===== src/rtl/cirq_pkg.sv =====
// Package for the change-detect interrupt bank.
// Holds the default geometry shared by the design and its checker.
package cirq_pkg;
    localparam int DEF_PORTS  = 8;
    localparam int DEF_PORT_W = 8;
endpackage


===== src/rtl/cirq_edge_src.sv =====
// Per-port line source and change detector.
// Picks the PWM level or the pin level for each line and flags any
// difference from the previous cycle. Assumes the inputs are synchronous.
// Output is suppressed until armed is high (first cycle after reset).
module cirq_edge_src #(
    parameter int PORT_W = cirq_pkg::DEF_PORT_W
) (
    input  logic              clk,
    input  logic              rst_n,
    input  logic              armed,
    input  logic [PORT_W-1:0] pin,
    input  logic [PORT_W-1:0] psel,
    input  logic [PORT_W-1:0] plvl,
    output logic [PORT_W-1:0] evt
);
    logic [PORT_W-1:0] line;
    logic [PORT_W-1:0] line_q;

    // Per-line source choice between pin and PWM.
    always_comb begin
        line = (psel & plvl) | (~psel & pin);
    end

    // Keep last cycle's level; reload it during reset as the baseline.
    always_ff @(posedge clk) begin
        if (!rst_n) line_q <= line;
        else        line_q <= line;
    end

    // Report level differences once armed.
    always_comb begin
        evt = armed ? (line ^ line_q) : '0;
    end
endmodule


===== src/rtl/cirq_status_word.sv =====
// Sticky status word of one port.
// Sets on change events and clears on a read of this port. A change that
// coincides with the clearing read wins, so no event is dropped.
module cirq_status_word #(
    parameter int PORT_W = cirq_pkg::DEF_PORT_W
) (
    input  logic              clk,
    input  logic              rst_n,
    input  logic              clr,
    input  logic [PORT_W-1:0] evt,
    output logic [PORT_W-1:0] flags
);
    // Accumulate events; read clears the old content only.
    always_ff @(posedge clk) begin
        if (!rst_n) flags <= '0;
        else        flags <= (flags & ~{PORT_W{clr}}) | evt;
    end
endmodule


===== src/rtl/cirq_irq_reduce.sv =====
// Interrupt reduction: any flag whose mask bit is 0 raises irq.
// Purely combinational; assumes flags come from registers.
module cirq_irq_reduce #(
    parameter int WIDTH = cirq_pkg::DEF_PORTS * cirq_pkg::DEF_PORT_W
) (
    input  logic [WIDTH-1:0] flags,
    input  logic [WIDTH-1:0] mask,
    output logic             irq
);
    // OR of unmasked flags.
    always_comb begin
        irq = |(flags & ~mask);
    end
endmodule


===== src/rtl/chg_irq_bank.sv =====
// Change-detect interrupt bank, top level.
// One change detector and one clear-on-read status word per port, a
// registered read port and a shared interrupt. Assumes the levels are
// already synchronized and the read strobe lasts one cycle per read.
module chg_irq_bank #(
    parameter int NUM_PORTS = cirq_pkg::DEF_PORTS,
    parameter int PORT_W    = cirq_pkg::DEF_PORT_W,
    localparam int IDX_W    = (NUM_PORTS > 1) ? $clog2(NUM_PORTS) : 1,
    localparam int TOTAL_W  = NUM_PORTS * PORT_W
) (
    input  logic               clk,
    input  logic               rst_n,
    input  logic [TOTAL_W-1:0] pin_lvl,
    input  logic [TOTAL_W-1:0] pwm_sel,
    input  logic [TOTAL_W-1:0] pwm_lvl,
    input  logic [TOTAL_W-1:0] mask,
    input  logic               rd_en,
    input  logic [IDX_W-1:0]   rd_port,
    output logic [PORT_W-1:0]  rd_data,
    output logic               irq
);
    logic               armed;
    logic [TOTAL_W-1:0] status_flat;
    logic [PORT_W-1:0]  sel_word;

    // Arm change detection one cycle after reset release.
    always_ff @(posedge clk) begin
        if (!rst_n) armed <= 1'b0;
        else        armed <= 1'b1;
    end

    for (genvar p = 0; p < NUM_PORTS; p++) begin : g_port
        logic [PORT_W-1:0] evt;
        logic              hit;

        // Read of this port.
        always_comb begin
            hit = rd_en && (rd_port == IDX_W'(p));
        end

        cirq_edge_src #(.PORT_W(PORT_W)) u_src (
            .clk   (clk),
            .rst_n (rst_n),
            .armed (armed),
            .pin   (pin_lvl[p*PORT_W +: PORT_W]),
            .psel  (pwm_sel[p*PORT_W +: PORT_W]),
            .plvl  (pwm_lvl[p*PORT_W +: PORT_W]),
            .evt   (evt)
        );

        cirq_status_word #(.PORT_W(PORT_W)) u_word (
            .clk   (clk),
            .rst_n (rst_n),
            .clr   (hit),
            .evt   (evt),
            .flags (status_flat[p*PORT_W +: PORT_W])
        );
    end

    // Select the addressed word; out-of-range index reads zero.
    always_comb begin
        sel_word = '0;
        for (int p = 0; p < NUM_PORTS; p++) begin
            if (rd_port == IDX_W'(p)) sel_word = status_flat[p*PORT_W +: PORT_W];
        end
    end

    // Capture read data on each read strobe.
    always_ff @(posedge clk) begin
        if (!rst_n)     rd_data <= '0;
        else if (rd_en) rd_data <= sel_word;
    end

    cirq_irq_reduce #(.WIDTH(TOTAL_W)) u_irq (
        .flags (status_flat),
        .mask  (mask),
        .irq   (irq)
    );
endmodule


===== config.mk =====
export PLATFORM = sky130hd
export DESIGN_NAME = chg_irq_bank
export DESIGN_NICKNAME = d
export VERILOG_FILES = /design/src/rtl/cirq_pkg.sv /design/src/rtl/cirq_edge_src.sv /design/src/rtl/cirq_status_word.sv /design/src/rtl/cirq_irq_reduce.sv /design/src/rtl/chg_irq_bank.sv
export SDC_FILE = /design/constraint.sdc
export NUM_CORES = 1
export LEC_CHECK = 0
export BUFFER_PORTS_ARGS = -buffer_cell sky130_fd_sc_hd__buf_2
export CAP_MARGIN = 20
export CORE_UTILIZATION = 46
export DETAILED_ROUTE_END_ITERATION = 12
export HOLD_SLACK_MARGIN = 0.02
export PLACE_DENSITY = 0.76
export SYNTH_ARGS = -nofsm -noshare
export SYNTH_HDL_FRONTEND = slang
export SYNTH_HIERARCHICAL = 1
export SYNTH_SLANG_ARGS = --single-unit

===== constraint.sdc =====
create_clock -name clk -period 2.4 [get_ports clk]
set_clock_uncertainty 0.2 [all_clocks]
set_input_delay 0.12 -clock clk [delete_from_list [all_inputs] [get_ports clk]]
set_output_delay 0.12 -clock clk [all_outputs]
set_load 0.05 [all_outputs]

# Word level (Yosys, flattened, before mapping)
# Cells that the tools add are included.
# word_totals
ff_bits	137
input_bits	262
out_inout_bits	9
wordCells	118
# classes
eq_ne	7
n_mux	17
n_bitwise	66
reduce_logical	10
# op_table
cell	count
8-bit bitwise AND	24
8-bit 2-to-1 mux	16
8-bit NOT	16
8-bit OR	16
64-bit bitwise AND	1
64-bit NOT	1
64-bit OR reduction	1
8-bit XOR	8
3-bit == test (second input constant)	4
1-bit logical AND	8
3-bit by 2-bit == test with 1-bit output (second input constant)	2
3-bit by 1-bit == test with 1-bit output (second input constant)	1
3-bit zero test	1
1-bit 2-to-1 mux	1

# Longest topological paths before layout
# logic_depth
depth_word	9
ltp_mapped	6
depth_no_buf	5

# Cells and area by module
# Netlist, hierarchy kept.
# modules_own_cells
mod	instances	cells_per_inst	area_each_um2	seq_area_each_um2
cirq_edge_src	8	41	452.9	160.2
cirq_status_word	8	25	275.3	160.2
chg_irq_bank	1	120	993.5	180.2
cirq_irq_reduce	1	85	531.8	0.0

# Least setup slack after synthesis
# Ideal clock, no wire load.
# synth_path
path_type	flip-flop to flip-flop
start	register armed
end	register g_port[0].u_word.flags[5]
setup_ns	0.058
arrival_time_ns	1.424
required_time_ns	2.142
setup_slack_ns	0.719
path_stages_with_launch	5
n_path_buf	1
synth_period_minus_slack_ns	1.681
path_cell_list	dfxtp_1 -> buf_2 -> nand2b_1 -> mux2i_1 -> o21a_1
# synth_between
elab_chain_len	2
# synth_lines
item	line	source
start, declared	chg_irq_bank.sv:22	logic armed;
start signal, assigned	chg_irq_bank.sv:28	if (!rst_n) armed <= 1'b0;
start signal, assigned	chg_irq_bank.sv:29	else armed <= 1'b1;
8-bit 2-to-1 mux	cirq_edge_src.sv:32	evt = armed ? (line ^ line_q) : '0;
named net g_port[0].evt[5]	chg_irq_bank.sv:33	logic [PORT_W-1:0] evt;
8-bit OR	cirq_status_word.sv:16	else flags <= (flags & ~{PORT_W{clr}}) | evt;
end signal, assigned	cirq_status_word.sv:16	
end, declared	cirq_status_word.sv:11	output logic [PORT_W-1:0] flags
# The timed path passes the listed nets, and every way through them passes these cells.
# A chain may end at the register's enable or synchronous reset.

# Worst setup path in the final report
# layout_path
start	register g_port[2].u_word.flags[6]
end	output port irq
# layout_between
elab_chain_len	2
# layout_lines
item	line	source
start, declared	cirq_status_word.sv:11	
start signal, assigned	cirq_status_word.sv:16	
64-bit bitwise AND	cirq_irq_reduce.sv:12	irq = |(flags & ~mask);
64-bit OR reduction	cirq_irq_reduce.sv:12	
end, declared	chg_irq_bank.sv:20	output logic irq
# Every way passes these cells.

==> flow_metrics.env <==
export IMPL_drt_vias_per_instance=5.11
export IMPL_grt_overflow=0
export IMPL_crit_fanout=3
export IMPL_initial_core_util=0.478
export IMPL_cp_data_required_time_ns=2.08
export IMPL_grt_first_pass_wirelength_um=36000
export IMPL_fp_coreArea_um2=15400
export IMPL_cp_cell_sequence="inv_1 -> o2111ai_1 -> nor4_1 -> nand4_1 -> buf_6"
export IMPL_cts_tree="yes"
export IMPL_cellLeakagePower_nw=5.12
export IMPL_place_area_um2=8910
export IMPL_power_density_nw_per_um2=609
export IMPL_slew_limit_headroom=0.491
export IMPL_die_w_um=128
export IMPL_cpMaxStageDelayCell="nor4_1"
export IMPL_fin_setup_tns_ns=0
export IMPL_num_rows=45
export IMPL_final_common_cell="buf_2"
export IMPL_stdcell_count=1359
export IMPL_fin_nets=1396
export IMPL_fmax_mhz=421
export IMPL_fp_dieArea_um2=16500
export IMPL_fin_crit_sh=0.990
export IMPL_syn_inst=733
export IMPL_hpwl_um=16200
export IMPL_synth_yosys_seq_area_share=0.373
export IMPL_die_height_um=128
export IMPL_dr_total_vias=6939
export IMPL_rsz0062_at_grt="no"
export IMPL_drc=0
export IMPL_syn_area_um2=7350
export IMPL_synthesis_nets=995
export IMPL_gr_usage_all_layers=0.294
export IMPL_final_fill_count=1150
export IMPL_ant_nets=0
export IMPL_avgSynthCellArea_um2=10.0
export IMPL_cp_arrival_ns=2.06
export IMPL_grt_start_max_net_pins=49
export IMPL_ys_seq_elements=137
export IMPL_hold_viol=0
export IMPL_yosysUniqueCellTypes=29
export IMPL_design_area_um2=10800
export IMPL_finalCriticalPeriod_ns=2.38
export IMPL_clock_latency_ns=0.42
export IMPL_finalSetupViolations=0
export IMPL_numCtsBuffers=17
export IMPL_ff_latch_area_um2=2750
export IMPL_routed_wirelength_um=24100
export IMPL_grt_pass1_vias=6985
export IMPL_grt_antenna_before_repair=1
export IMPL_cts_max_path_buffers=2
export IMPL_htreeDepth=4
export IMPL_area_growth_pct=47.4
export IMPL_cp_end_kind="primary output"
export IMPL_max_stage_delay_ns=0.43
export IMPL_portBuffers=270
export IMPL_worstSetupPathType="reg2out"
export IMPL_yosysWarnings=6
export IMPL_drv_slew=0
export IMPL_place_inst=1195
export IMPL_final_cell_mix="buf_2 (269), dfxtp_1 (135), dlygate4sd3_1 (131)"
export IMPL_path_clk_slew_ns=0.06
export IMPL_multi_input_area_um2=4390
export IMPL_worstMarginPinSlew_ns=0.764
export IMPL_cts_setup_buffers=0
export IMPL_outcome="complete, no violations"
export IMPL_hold_path_class="in2reg"
export IMPL_drive_gt1_frac=0.339
export IMPL_maxCapViolCount=0
export IMPL_clockRootBuffer="clkbuf_16"
export IMPL_clock_sinks=137
export IMPL_firstDrtPassIters=6
export IMPL_cp_start_kind="flop"
export IMPL_drtIter0Drc=468
export IMPL_gp_congestion=0.907
export IMPL_ir_worst_vdd_mv=0.513
export IMPL_wl_per_cell_um=17.8
export IMPL_num_io_pins=271
-- critical path: cells and delay by family (launching register included) --
| family | cells | cell delay [ns] |
|---|---|---|
| and+or+nand+nor | 2 | 0.77 |
| DFF | 1 | 0.36 |
| buffers and inverters | 2 | 0.35 |
| AOI/OAI and AO/OA | 1 | 0.14 |
-- cell usage after synthesis, drive strengths merged --
library cell  count  area [um^2]
a21oi            16          110
a22oi             8         60.1
and2              2         12.5
buf              20          114
clkbuf           10         48.8
dfxtp           137         2740
inv              17         63.8
mux2             64          961
mux2i            72          721
nand2            65          244
nand2b           75          469
nand3             1         17.5
nand4             1         6.26
nor2              4         15.0
nor2b            75          469
nor3              2         10.0
nor4              4         25.0
o2111ai          16          140
o211a             8         80.1
o211ai            8         60.1
o21a             64          480
o221ai            8         70.1
o2bb2ai           8         70.1
or2b             48          360
-- sequential cells by signal (all words and copies together), names as in the netlist --
| register | cells |
|---|---|
| rd_data | 8 |
| g_port.u_word/flags | 64 |
| g_port.u_src/line_q | 64 |
| armed | 1 |
-- path summary, 6_finish.rpt --
path	start	to	slack, ns	depth (start not counted)
max	g_port[2].u_word/flags[6]	irq	0.02	5
min reg2reg	g_port[7].u_word/flags[3]	rd_data[3]	0.40	2
max reg2reg	armed	g_port[0].u_word/flags[2]	0.43	4
min	pwm_lvl[49]	g_port[6].u_word/flags[1]	0.02	4
-- stage by stage --
| step | setup slack [ns] | hold WS, ns | utilization | power, mW |
|---|---|---|---|---|
| floorplan | 0.719 | -0.0523 | - | 3.35 |
| global placement | 0.304 | 0.167 | 0.580 | 3.76 |
| detailed placement | 0.342 | 0.170 | 0.580 | 3.78 |
| CTS | 0.0346 | 0.0211 | 0.703 | 6.57 |
| global route | 0.00128 | 0.0271 | 0.705 | 6.84 |
| finish | 0.0247 | 0.0249 | 0.705 | 6.60 |
-- kinds of logic after synthesis --
logic type / synth area share
buf+inv: 0.0308
flops: 0.373
simple gates: 0.222
mux: 0.229
compound gates: 0.146
-- area by class of cell --
type	instances	share of cell area
inverter	17	0.00589
clock buffer	23	0.0451
timing repair buffer	412	0.256
tap	211	0.0244
antenna	1	0.000231
sequential	137	0.254
multi-input combinational	549	0.406
clock inverter	9	0.00878
-- per-layer routing --
layer / vias to the layer above / wire, um / GRT usage
met2: 310 / 11800 / 0.513
li1: 3349 / - / -
met5: - / 0 / 0
met4: 0 / 865 / 0.132
met3: 56 / 1760 / 0.0728
met1: 3224 / 9700 / 0.341
-- power by group --
| group | internal, mW | switching [mW] | total (mW) |
|---|---|---|---|
| Combinational | 0.802 | 0.557 | 1.36 |
| Clock | 1.63 | 0.980 | 2.61 |
| Sequential | 2.48 | 0.154 | 2.63 |
-- timing repair --
action | 4_1_cts | 5_1_grt
hold buffers | 130 | 1
endpoints found under the hold margin | 97 | 1
pin swaps | 2 | 2
setup endpoints to repair | 1 | 1
gates resized for setup | 1 | 5
Note: power is estimated with default switching activity, not from simulation.
